## config.mk

```make
export PLATFORM = sky130hd
export DESIGN_NAME = wdog_keepalive
export DESIGN_NICKNAME = d
export VERILOG_FILES = /design/src/rtl/wdog_pkg.sv /design/src/rtl/wdog_prescale.sv /design/src/rtl/wdog_count.sv /design/src/rtl/wdog_regs.sv /design/src/rtl/wdog_keepalive.sv
export SDC_FILE = /design/constraint.sdc
export NUM_CORES = 1
export LEC_CHECK = 0
export BUFFER_PORTS_ARGS = -buffer_cell sky130_fd_sc_hd__buf_4
export CAP_MARGIN = 20
export CORE_MARGIN = 4
export CORE_UTILIZATION = 52
export CTS_BUF_LIST = sky130_fd_sc_hd__clkbuf_16
export CTS_CLUSTER_DIAMETER = 150
export DETAILED_ROUTE_END_ITERATION = 12
export GPL_TIMING_DRIVEN = 1
export MAX_ROUTING_LAYER = met4
export PLACE_DENSITY = 0.83
export SYNTH_ARGS = -nofsm -noshare
export SYNTH_HDL_FRONTEND = slang
export SYNTH_SLANG_ARGS = --single-unit
```

## constraint.sdc

```tcl
create_clock -name clk -period 2.5 [get_ports clk]
set_input_delay 0.25 -clock clk [delete_from_list [all_inputs] [get_ports clk]]
set_output_delay 0.25 -clock clk [all_outputs]
set_load 0.05 [all_outputs]
```

## src/rtl/wdog_pkg.sv

```systemverilog
package wdog_pkg;
  // register offsets inside the I/O window
  localparam int OFF_KICK = 'h0D;
  localparam int OFF_CSR  = 'h0E;
  // control/status field positions
  localparam int EN_BIT   = 0;
  localparam int SEL_LSB  = 1;
  localparam int ACT_BIT  = 3;
  localparam int FLAG_BIT = 7;
  localparam int SEL_W    = 2;

  typedef enum logic {ACT_RESET = 1'b0, ACT_SERR = 1'b1} wd_action_e;
endpackage

```

## src/rtl/wdog_prescale.sv

```systemverilog
module wdog_prescale #(
  parameter int PRESCALE = 4
) (
  input  logic clk,
  input  logic rst,
  input  logic run,
  input  logic clr,
  output logic tick
);
  localparam int PRE_W = (PRESCALE > 1) ? $clog2(PRESCALE) : 1;

  logic [PRE_W-1:0] div_q;

  assign tick = run && (div_q == PRE_W'(PRESCALE - 1));

  always_ff @(posedge clk) begin
    if (rst || clr || !run || tick) div_q <= '0;
    else                            div_q <= div_q + 1'b1;
  end
endmodule

```

## src/rtl/wdog_count.sv

```systemverilog
module wdog_count #(
  parameter int BASE_TICKS = 4,
  parameter int SEL_W      = 2
) (
  input  logic             clk,
  input  logic             rst,
  input  logic             run,
  input  logic             clr,
  input  logic             tick,
  input  logic [SEL_W-1:0] sel,
  output logic             expire
);
  localparam int NSEL   = 1 << SEL_W;
  localparam int MAX_L  = BASE_TICKS << (2 * (NSEL - 1));
  localparam int TICK_W = $clog2(MAX_L + 1);

  logic [TICK_W-1:0] last_tick [NSEL];
  logic [TICK_W-1:0] ticks_q;

  // each select is four times longer than the one below
  for (genvar s = 0; s < NSEL; s++) begin : g_lim
    assign last_tick[s] = TICK_W'((BASE_TICKS << (2 * s)) - 1);
  end

  assign expire = run && tick && !clr && (ticks_q == last_tick[sel]);

  always_ff @(posedge clk) begin
    if (rst || clr || !run || expire) ticks_q <= '0;
    else if (tick)                    ticks_q <= ticks_q + 1'b1;
  end
endmodule

```

## src/rtl/wdog_regs.sv

```systemverilog
module wdog_regs
  import wdog_pkg::*;
#(
  parameter int              ADDR_W    = 16,
  parameter int              DATA_W    = 8,
  parameter logic [ADDR_W-1:0] BASE_ADDR = 16'h0600
) (
  input  logic              clk,
  input  logic              rst,
  input  logic              bus_wr,
  input  logic              bus_rd,
  input  logic [ADDR_W-1:0] bus_addr,
  input  logic [DATA_W-1:0] bus_wdata,
  input  logic              expire,
  output logic              en_q,
  output logic [SEL_W-1:0]  sel_q,
  output logic              restart,
  output logic              flag_q,
  output logic [DATA_W-1:0] bus_rdata,
  output logic              rst_req,
  output logic              serr_irq
);
  localparam logic [ADDR_W-1:0] KICK_ADDR = ADDR_W'(BASE_ADDR + ADDR_W'(OFF_KICK));
  localparam logic [ADDR_W-1:0] CSR_ADDR  = ADDR_W'(BASE_ADDR + ADDR_W'(OFF_CSR));

  wd_action_e        act_q;
  logic              kick_hit, csr_hit, flag_clr;
  logic [DATA_W-1:0] csr_view;

  assign kick_hit = bus_wr && (bus_addr == KICK_ADDR);
  assign csr_hit  = bus_wr && (bus_addr == CSR_ADDR);
  assign flag_clr = csr_hit && bus_wdata[FLAG_BIT];
  assign restart  = kick_hit || csr_hit;

  always_comb begin
    csr_view                          = '0;
    csr_view[EN_BIT]                  = en_q;
    csr_view[SEL_LSB +: SEL_W]        = sel_q;
    csr_view[ACT_BIT]                 = act_q;
    csr_view[FLAG_BIT]                = flag_q;
  end

  always_ff @(posedge clk) begin
    if (rst) begin
      en_q  <= 1'b0;
      sel_q <= '0;
      act_q <= ACT_RESET;
    end else if (csr_hit) begin
      en_q  <= bus_wdata[EN_BIT];
      sel_q <= bus_wdata[SEL_LSB +: SEL_W];
      act_q <= wd_action_e'(bus_wdata[ACT_BIT]);
    end
  end

  // expiry and a control write never share an edge: a write restarts the count
  always_ff @(posedge clk) begin
    if (rst) begin
      flag_q   <= 1'b0;
      serr_irq <= 1'b0;
      rst_req  <= 1'b0;
    end else begin
      rst_req <= expire && (act_q == ACT_RESET);
      if (expire)        flag_q <= 1'b1;
      else if (flag_clr) flag_q <= 1'b0;
      if (expire && (act_q == ACT_SERR)) serr_irq <= 1'b1;
      else if (flag_clr)                 serr_irq <= 1'b0;
    end
  end

  always_ff @(posedge clk) begin
    if (rst)                                  bus_rdata <= '0;
    else if (bus_rd && (bus_addr == CSR_ADDR)) bus_rdata <= csr_view;
    else                                      bus_rdata <= '0;
  end
endmodule

```

## src/rtl/wdog_keepalive.sv

```systemverilog
module wdog_keepalive
  import wdog_pkg::*;
#(
  parameter int                ADDR_W     = 16,
  parameter int                DATA_W     = 8,
  parameter logic [ADDR_W-1:0] BASE_ADDR  = 16'h0600,
  parameter int                PRESCALE   = 4,
  parameter int                BASE_TICKS = 4
) (
  input  logic              clk,
  input  logic              rst,
  input  logic              bus_wr,
  input  logic              bus_rd,
  input  logic [ADDR_W-1:0] bus_addr,
  input  logic [DATA_W-1:0] bus_wdata,
  output logic [DATA_W-1:0] bus_rdata,
  output logic              rst_req,
  output logic              serr_irq
);
  logic             en_q, flag_q, restart, tick, expire;
  logic [SEL_W-1:0] sel_q;

  wdog_regs #(
    .ADDR_W(ADDR_W), .DATA_W(DATA_W), .BASE_ADDR(BASE_ADDR)
  ) i_regs (
    .clk(clk), .rst(rst), .bus_wr(bus_wr), .bus_rd(bus_rd),
    .bus_addr(bus_addr), .bus_wdata(bus_wdata), .expire(expire),
    .en_q(en_q), .sel_q(sel_q), .restart(restart), .flag_q(flag_q),
    .bus_rdata(bus_rdata), .rst_req(rst_req), .serr_irq(serr_irq)
  );

  wdog_prescale #(.PRESCALE(PRESCALE)) i_pre (
    .clk(clk), .rst(rst), .run(en_q), .clr(restart), .tick(tick)
  );

  wdog_count #(.BASE_TICKS(BASE_TICKS), .SEL_W(SEL_W)) i_cnt (
    .clk(clk), .rst(rst), .run(en_q), .clr(restart), .tick(tick),
    .sel(sel_q), .expire(expire)
  );
endmodule

```

# Yosys cells after proc, flatten, opt, wreduce, memory -nomap -nowiden
# Index checks and enable logic that the tools add are counted.
[totals]
ff_bits = 26
[op_classes]
bitwise_logic = 3
n_reduce_logical = 20
addsub = 2
n_lt_le_gt_ge = 1
n_eq_ne = 4
n_mux = 6
[ops]
columns = ["cell", "count"]
rows = [
  ["$eq 16x11->1 const B", 2],
  ["$bmux 9 s2", 1],
  ["$mux 9", 2],
  ["$logic_and 1x1->1", 10],
  ["$add 9x1->9 const B", 1],
  ["$eq 9x9->1", 1],
  ["$logic_or 1x1->1", 5],
  ["$reduce_bool 2->1", 2],
  ["$ge 3x3->1 const B", 1],
  ["$mux 1", 3],
  ["$not 2->3", 1],
  ["$add 2x1->2 const B", 1],
  ["$eq 2x2->1 const B", 1],
  ["$logic_not 1->1", 2],
  ["$not 1->1", 2],
  ["$reduce_or 2->1", 1],
]

# Longest topological paths before layout
# Gate-level depths: netlist of the first run.
[logic_depth]
ltp_word = 8
depth_mapped = 7

# Cells and area by module
# Synthesis of the first run repeated with hierarchy kept, for this count alone.
[hier_totals]
cells_unflattened = 114
hier_area_um2 = 1132.3
[by_module_without_submodules]
columns = ["module", "cells_each", "area_each_um2", "n_inst"]
rows = [
  ["wdog_regs", 55, 535.5, 1],
  ["wdog_count", 52, 493.0, 1],
  ["wdog_prescale", 7, 103.8, 1],
]

# Worst setup path after synthesis of the first run
# OpenSTA, ideal clock, no wires.
[synth_path]
path_kind = "register to register"
startpoint = "register i_regs.sel_q[0]"
endpoint = "register i_cnt.ticks_q[0]"
slack_ps = 963
setup_ps = 119
period_less_slack_ps = 1537
n_path_buf = 1
path_stages_with_launch = 6
arrival_ps = 1418
cell_sequence = "dfxtp_1 > or4_1 > a211o_1 > a21oi_2 > buf_6 > nor3_1"
[synth_between]
elab_chain_cells = 7
[synth_rtl]
columns = ["element", "line", "rtl"]
rows = [
  ["from (decl)", "wdog_regs.sv:16", "output logic [SEL_W-1:0] sel_q,"],
  ["from (signal assigned)", "wdog_regs.sv:50", "sel_q <= bus_wdata[SEL_LSB +: SEL_W];"],
  ["$not 2->3 (implied by the code)", "wdog_count.sv:25", "assign expire = run && tick && !clr && (ticks_q == last_tick[sel]);"],
  ["$bmux 9 s2", "wdog_count.sv:25", ""],
  ["$mux 9 (implied by the code) (2 in series)", "wdog_count.sv:25", ""],
  ["$eq 9x9->1", "wdog_count.sv:25", ""],
  ["$logic_and 1x1->1", "wdog_count.sv:25", ""],
  ["$logic_or 1x1->1", "wdog_count.sv:28", "if (rst || clr || !run || expire) ticks_q <= '0;"],
  ["to (signal assigned)", "wdog_count.sv:29", "else if (tick) ticks_q <= ticks_q + 1'b1;"],
  ["to (decl)", "wdog_count.sv:18", "logic [TICK_W-1:0] ticks_q;"],
]
# No other way between the ends. The select of a mux whose other input is x is not followed.
# A chain may end at the register's enable or synchronous reset.

# Worst setup path after layout of the first run
[layout_path]
startpoint = "register i_regs.sel_q[0]"
endpoint = "register i_regs.rst_req"
[layout_between]
elab_chain_cells = 7
[layout_rtl]
columns = ["element", "line", "rtl"]
rows = [
  ["$not 2->3 (implied by the code)", "wdog_count.sv:25", ""],
  ["$bmux 9 s2", "wdog_count.sv:25", ""],
  ["$mux 9 (implied by the code) (2 in series)", "wdog_count.sv:25", ""],
  ["$eq 9x9->1", "wdog_count.sv:25", ""],
  ["$logic_and 1x1->1", "wdog_count.sv:25", ""],
  ["$logic_and 1x1->1", "wdog_regs.sv:62", "rst_req <= expire && (act_q == ACT_RESET);"],
  ["to (signal assigned)", "wdog_regs.sv:62", ""],
  ["to (decl)", "wdog_regs.sv:20", "output logic rst_req,"],
]
# No other way between the ends. The select of a mux whose other input is x is not followed.

==> results of run 1 <==
-- cell families (layout without fill, tap and decap cells) --
logic type | count (synthesis) | in the layout | share of synthesized area (%)
flops | 23 | 23 | 42.4
compound gates | 19 | 19 | 12.3
other cells | 1 | 3 | 0.345
simple gates | 51 | 51 | 27.9
xor+xnor | 9 | 9 | 7.26
fa+ha+maj | 2 | 2 | 2.30
buf+inv | 13 | 39 | 6.57
mux | 1 | 1 | 0.922
-- through the flow --
step | worst slack (ns) | cells
2_1_floorplan | 0.963 | 121
3_3_place_gp | 0.646 | 170
3_5_place_dp | 0.562 | 170
4_1_cts | 0.549 | 174
5_1_grt | 0.440 | 174
6_report | 0.550 | 174
-- area by class of cell --
cell class              instances  area (um2)
fillers                       152         594
clock buffers                   3        75.1
repair buffers                 32         240
inverters                       3        11.3
well taps                      27        33.8
clock inverters                 1        5.00
flip-flops and latches         23         460
multi-input cells              85         562
-- final timing paths --
check / to / slack, ns
setup / recovery: i_regs.rst_req$_SDFF_PP0_ / 0.55
hold / removal: i_regs.act_q$_SDFFE_PP0P_ / 0.21
setup reg to reg: i_regs.rst_req$_SDFF_PP0_ / 0.55
hold reg to reg: i_pre.div_q[0]$_SDFF_PP0_ / 0.44
-- sequential cells by signal (all words and copies together) (netlist names) --
| register | count |
|---|---|
| i_regs.rst_req | 1 |
| i_pre.div_q | 2 |
| i_regs.en_q | 1 |
| i_regs.act_q | 1 |
| i_cnt.ticks_q | 9 |
| i_regs.sel_q | 2 |
| i_regs.serr_irq | 1 |
| i_regs.bus_rdata | 5 |
| i_regs.flag_q | 1 |
-- routing by layer --
metal,vias to the layer above,global-route usage (%),part of all wire (%),wire length (um)
met4,0,6.38,0.78,18
met3,5,4.99,7.0,161
met5,-,-,0,0
li1,484,-,-,-
met1,464,19.5,40,916
met2,39,36.3,53,1220
-- report_power, final --
part	switching [uW]	internal [uW]	total, uW
sequential	0.000691	366	366
combinational	25.6	28.3	53.9
clock	124	215	339
-- critical path, cell delays in order, from the launching register on --
cell,delay (ns)
dfxtp_1,0.35
or4_1,0.55
a211o_1,0.28
a21oi_2,0.44
and3b_2,0.28
-- synth_stat cells, types with 2 or more instances --
library cell / count / share of area, %
xnor2_1: 4 / 3.2
nand4_1: 9 / 5.2
o21ai_0: 4 / 1.8
buf_4: 3 / 2.1
nor3_1: 14 / 6.5
nor2_1: 3 / 1.0
clkbuf_1: 3 / 1.0
a21oi_1: 4 / 1.8
and2_1: 4 / 2.3
xor2_1: 5 / 4.0
and4_1: 2 / 1.6
ha_1: 2 / 2.3
buf_2: 3 / 1.4
nor3b_1: 2 / 1.4
nand2_1: 6 / 2.1
dfxtp_1: 23 / 42
nor4bb_1: 2 / 1.8
o211ai_1: 2 / 1.4
inv_1: 3 / 1.0
==> results.cfg, run 1 <==
[run_status]
status = complete, no violations

[routing]
dr.pass1.iters = 4
antenna_left = 0
dr_total_vias = 992
wl_per_cell_um = 13.3
via_per_inst = 5.70
drc = 0
drtIter0Drc = 17
drt-total-wl_um = 2320

[synthesis]
synth-edff-count = 0
synth-seq-area-share_pct = 42.4
syn-cell-area_mm2 = 0.00109
ys_types = 40
synth-warning-count = 0
ys_async_sr_fraction_pct = 0
ys_seq_elements = 23
syn_area_per_cell_um2 = 9.13
syn-instance-count = 119
ys.flop_type = dfxtp_1

[final_layout]
utilization_pct = 70.0
syn2layout_area_growth_pct = 27.8
n_antenna_cell = 0
drive_gt1_share_pct = 27.9
final_common_cell = buf_4
design_area_mm2 = 0.00139
layout_common_cells = buf_4, dfxtp_1, nor3_1
fin_nets = 178

[power_and_ir_drop]
powerDensity_mw_per_mm2 = 547
power.static_leakage_uw = 0.000572
p_total_uw = 759
irDropWorstVdd_v = 0.000654

[worst_hold_path]
holdPathStages = 2
hold_class = in2reg
min_from = rst

[floorplanning]
die_w_um = 53.7
die_h_um = 53.7
dieArea_mm2 = 0.00288
core-area_mm2 = 0.00198
initial_core_util_pct = 54.8
ioPinCount = 38
fp-row-count = 16

[sta]
worst_pin_slew_ns = 0.567
slew_violations = 0
fin_skew_ns = 0.00205
slew_headroom_pct = 62.2
finalHoldViolations = 0
max_freq_mhz = 513
holdWs_ns = 0.214
min_period_ns = 1.95
rsz0062_at_grt = false
period_share_pct = 78.0
finalSetupViolCount = 0
finalSetupTns_ns = 0

[setup_path]
crit_start = i_regs.sel_q[0]$_SDFFE_PP0P_
cp_max_fo = 12
r2r-start = i_regs.sel_q[0]$_SDFFE_PP0P_
worst_ep_arrival_time_ns = 2.15
cp.required_ns = 2.70
end_kind = flop
crit_type = reg2reg
r2r_cells = 4
critPathLaunchType = flop

[grt]
grt-ovfl-total = 0
track_usage_pct = 19.5
grt_pass1_vias = 998
grt_pass1_wl_um = 4040
antenna_found_initial = 0
grt_max_degree = 14

[flow_run]
max_cap_viol_count = 0

[clock_network]
hold_buffers = 0
cts.clk_slew.worst_paths_ns = 0.06
cts_tree = built
cts_root_buf = clkbuf_16
cts_buffers = 3
cts_max_path_buffers = 2
post-cts-setup-buffer-count = 0
insertion_delay_ns = 0.25
clock_sinks = 23
h-tree-depth = 1
postCtsResizedCells = 0

[placed_design]
place_area_mm2 = 0.00131
dp_hpwl_um = 1860
gp_congestion = 0.837
port_buffers = 31
Power figures use the tool's default switching activity.
==> inputs of run 2 (changes only) <==
CORE_UTILIZATION = 48   (was 52)
PLACE_DENSITY = 0.77   (was 0.83)
clock period = 2 ns   (was 2.5 ns; I/O delays follow)
==> run 2 against run 1 <==
  * First-iteration DRC count fell by 35%
  * Largest power group unchanged
  * Clock-buffer cell count did not move
  * Clock power rose by 22%
  * Worst setup slack got worse by 0.36 ns
  * Critical endpoint is now i_cnt.ticks_q[7]$_SDFFE_PP0P_
  * Sequential power rose by 25%
  * Sequential share of layout area fell by 0.33 points
==> results.cfg, run 2 (same netlist as run 1, synthesis figures left out) <==
[clock_network]
insertion_delay_ns = 0.25
clock_sinks = 23
cts_max_path_buffers = 2
cts.clk_slew.worst_paths_ns = 0.06
cts_tree = built
h-tree-depth = 1
cts_buffers = 3
post-cts-setup-buffer-count = 0
hold_buffers = 0
cts_root_buf = clkbuf_16
postCtsResizedCells = 0

[floorplanning]
fp-row-count = 16
dieArea_mm2 = 0.00309
core-area_mm2 = 0.00206
die_w_um = 55.6
ioPinCount = 38
initial_core_util_pct = 52.7
die_h_um = 55.6

[routing]
drtIter0Drc = 11
drc = 0
wl_per_cell_um = 13.4
antenna_left = 0
drt-total-wl_um = 2360
via_per_inst = 5.71
dr.pass1.iters = 4
dr_total_vias = 1005

[final_layout]
top_regs = i_cnt.ticks_q: 9 flops, i_regs.bus_rdata: 5 flops
utilization_pct = 68.0
syn2layout_area_growth_pct = 29.0
drive_gt1_share_pct = 28.2
top_register = i_cnt.ticks_q
largest_reg_flops = 9
final_common_cell = buf_4
n_antenna_cell = 0
fin_nets = 180
design_area_mm2 = 0.00140
layout_common_cells = buf_4, dfxtp_1, nor3_1

[power_and_ir_drop]
pwr-share-clk_pct = 44.1
irDropWorstVdd_v = 0.000474
combPwrFrac_pct = 7.2
power.static_leakage_uw = 0.000584
netSwitchingPower_uw = 181
p_total_uw = 941
p_sw_share_pct = 19.2
powerDensity_mw_per_mm2 = 671
power.internal_uw = 760
pwr-share-seq_pct = 48.7

[sta]
max_freq_mhz = 552
finalHoldViolations = 0
slew_violations = 0
period_share_pct = 90.6
rsz0062_at_grt = false
fin_skew_ns = 0.00140
min_period_ns = 1.81
finalSetupViolCount = 0
finalSetupTns_ns = 0

[setup_path]
end_kind = flop
worst_ep_arrival_time_ns = 1.95
cp.required_ns = 2.14
cp_max_fo = 8
critPathLaunchType = flop
crit_type = reg2reg

[placed_design]
gp_congestion = 0.817
port_buffers = 31
place_area_mm2 = 0.00132
dp_hpwl_um = 1840

[grt]
grt-ovfl-total = 0
antenna_found_initial = 0
track_usage_pct = 16.8
grt_max_degree = 13
grt_pass1_vias = 1012
grt_pass1_wl_um = 4170

[run_status]
status = complete, no violations

[worst_hold_path]
hold_class = in2reg

[flow_run]
max_cap_viol_count = 0
==> run 2: cell types whose count changed in the layout (fill, tap and decap cells not counted) <==
cell      delta
clkinv_2     -1
buf_4        +2
inv_1        +1
==> run 2: power by group through the flow <==
stage          Sequential (uW)  Combinational (uW)  Clock [uW]
5_1_grt                    458                73.4         438
3_3_place_gp               468                65.4           0
2_1_floorplan              468                32.7           0
3_5_place_dp               468                67.6           0
4_1_cts                    458                67.7         423
6_report                   458                67.6         415
==> run 2: metrics by stage <==
stage | setup slack [ns] | cells | hold WS, ns
2_1_floorplan | 0.463 | 121 | 0.354
4_1_cts | 0.196 | 176 | 0.162
5_1_grt | 0.136 | 176 | 0.168
6_report | 0.188 | 176 | 0.169
3_5_place_dp | 0.192 | 172 | 0.427
3_3_place_gp | 0.278 | 172 | 0.415
==> run 2: worst paths after layout <==
path	startpoint	endpoint	slack (ns)	cells past startpoint
hold reg to reg	i_pre.div_q[0]$_SDFF_PP0_	i_pre.div_q[0]$_SDFF_PP0_	0.43	1
setup / recovery	i_regs.sel_q[0]$_SDFFE_PP0P_	i_cnt.ticks_q[7]$_SDFFE_PP0P_	0.19	5
hold / removal	rst	i_regs.en_q$_SDFFE_PP0P_	0.17	2
setup reg to reg	i_regs.sel_q[0]$_SDFFE_PP0P_	i_cnt.ticks_q[7]$_SDFFE_PP0P_	0.19	5
==> run 2: layer usage <==
layer	vias up	global-route usage (%)	share of wire, %
li1	490	-	-
met1	479	18.5	41
met2	34	30.2	52
met3	2	3.26	5.7
met4	0	5.21	0.55
met5	-	-	0
==> run 2: layout make-up <==
cell class	instances	area [um2]
Fill cell	164	661
Multi-Input combinational cell	85	562
Sequential cell	23	460
Timing Repair Buffer	34	255
Clock buffer	3	75.1
Tap cell	27	33.8
Inverter	3	11.3
Clock inverter	1	3.75
==> run 2: critical path, cell delays in order (launching register included) <==
cell     delay [ns]
dfxtp_1        0.35
or4_1          0.56
a211o_1        0.30
a21oi_2        0.22
buf_4          0.21
nor3_1         0.07
==> inputs of run 3 (changes only) <==
CTS_BUF_LIST = not set   (was sky130_fd_sc_hd__clkbuf_16)
==> run 3 against run 2 <==
  * Cell area decreased by 3.7%
  * Clock skew increased by 0.0015 ns
  * Worst setup slack improved by 0.045 ns
  * Global-route usage decreased by 0.15 points
  * Register-to-register slack improved by 0.04 ns
  * Combinational power about the same
  * Non-clock buffer count unchanged
  * Total power decreased by 22%
  * Maximum frequency increased by 2.5%
  * Critical path type unchanged
==> results.cfg, run 3 (same netlist as run 1, synthesis figures left out) <==
[setup_path]
critPathLaunchType = flop
crit_start = i_regs.sel_q[0]$_SDFFE_PP0P_
cp_max_fo = 8
cp.required_ns = 2.21
r2r-start = i_regs.sel_q[0]$_SDFFE_PP0P_
crit_type = reg2reg
worst_ep_arrival_time_ns = 1.98
end_kind = flop

[grt]
track_usage_pct = 16.6
grt_pass1_vias = 994
grt-ovfl-total = 0
grt_max_degree = 13
grt_pass1_wl_um = 4080
antenna_found_initial = 0

[clock_network]
postCtsResizedCells = 0
insertion_delay_ns = 0.31
cts.clk_slew.worst_paths_ns = 0.12
cts_tree = built
h-tree-depth = 1
cts_buffers = 3
cts_max_path_buffers = 2
hold_buffers = 0
post-cts-setup-buffer-count = 0
cts_root_buf = clkbuf_4
clock_sinks = 23

[sta]
fin_skew_ns = 0.00289
slew_violations = 0
finalSetupViolCount = 0
period_share_pct = 88.4
max_freq_mhz = 566
min_period_ns = 1.77
finalHoldViolations = 0
finalSetupTns_ns = 0
rsz0062_at_grt = false

[power_and_ir_drop]
pwr-share-clk_pct = 28.5
combPwrFrac_pct = 9.2
power.static_leakage_uw = 0.000557
irDropWorstVdd_v = 0.000282
pwr-share-seq_pct = 62.3
powerDensity_mw_per_mm2 = 545
power.internal_uw = 571
p_sw_share_pct = 22.3
netSwitchingPower_uw = 164

[routing]
drtIter0Drc = 8
dr_total_vias = 986
via_per_inst = 5.60
wl_per_cell_um = 13.0
drc = 0
drt-total-wl_um = 2280
dr.pass1.iters = 4
antenna_left = 0

[final_layout]
drive_gt1_share_pct = 28.2
utilization_pct = 65.4
n_antenna_cell = 0
largest_reg_flops = 9
layout_common_cells = buf_4, dfxtp_1, nor3_1
final_common_cell = buf_4
final.fill_count = 173
top_register = i_cnt.ticks_q
ff_latch_area_um2 = 460
multi_input_area_um2 = 562
syn2layout_area_growth_pct = 24.2
fin_nets = 180
top_regs = i_cnt.ticks_q: 9 flops, i_regs.bus_rdata: 5 flops

[floorplanning]
ioPinCount = 38
fp-row-count = 16
dieArea_mm2 = 0.00309
core-area_mm2 = 0.00206
initial_core_util_pct = 52.7
die_w_um = 55.6
die_h_um = 55.6

[placed_design]
gp_congestion = 0.817
dp_hpwl_um = 1840
port_buffers = 31

[flow_run]
max_cap_viol_count = 0

[worst_hold_path]
hold_class = in2reg
min_from = rst

[run_status]
status = complete, no violations
==> run 3: cell count changes in the layout (fill, tap and decap cells not counted) <==
cell	change
clkbuf_16	-3
clkbuf_4	+3
clkbuf_1	+1
inv_1	-1
==> run 3: power groups by stage <==
stage / Clock, uW / Combinational (uW) / Sequential, uW
floorplan: 0 / 32.7 / 468
global placement: 0 / 65.4 / 468
detailed placement: 0 / 67.6 / 468
CTS: 219 / 67.6 / 458
global route: 234 / 73.3 / 458
finish: 210 / 67.5 / 458
==> run 3: path summary, 6_finish.rpt <==
check	to	slack [ns]	depth (start not counted)
setup / recovery	i_cnt.ticks_q[3]$_SDFFE_PP0P_	0.23	5
hold / removal	i_regs.en_q$_SDFFE_PP0P_	0.1	2
setup reg to reg	i_cnt.ticks_q[3]$_SDFFE_PP0P_	0.23	5
hold reg to reg	i_pre.div_q[0]$_SDFF_PP0_	0.44	1
==> run 3: through the flow <==
stage	power [uW]	worst slack (ns)	instances	hold WS, ns	instance area, um2
2_1_floorplan	501	0.463	121	0.354	1090
3_3_place_gp	534	0.278	172	0.415	1320
3_5_place_dp	536	0.192	172	0.427	1320
4_1_cts	744	0.214	176	0.0853	1350
5_1_grt	765	0.164	176	0.0808	1350
6_report	735	0.232	176	0.0980	1350
==> run 3: area by class of cell <==
type / count / area share [%]
clock buffer: 4 / 1.95
inverter: 3 / 0.835
multi-input combinational: 85 / 41.7
sequential: 23 / 34.1
tap: 27 / 2.50
timing repair buffer: 34 / 18.9
==> run 3: critical path, stage by stage, from the launching register on <==
cell     delay (ns)
dfxtp_1        0.37
or4_1          0.54
a211o_1        0.29
a21oi_2        0.21
buf_4          0.21
nor3_1         0.06
==> run 3: per-layer routing <==
metal / routed length [um] / GRT usage (%)
met1: 973 / 18.3
met4: 34 / 7.29
met3: 117 / 3.26
met2: 1160 / 28.9
met5: 0 / -
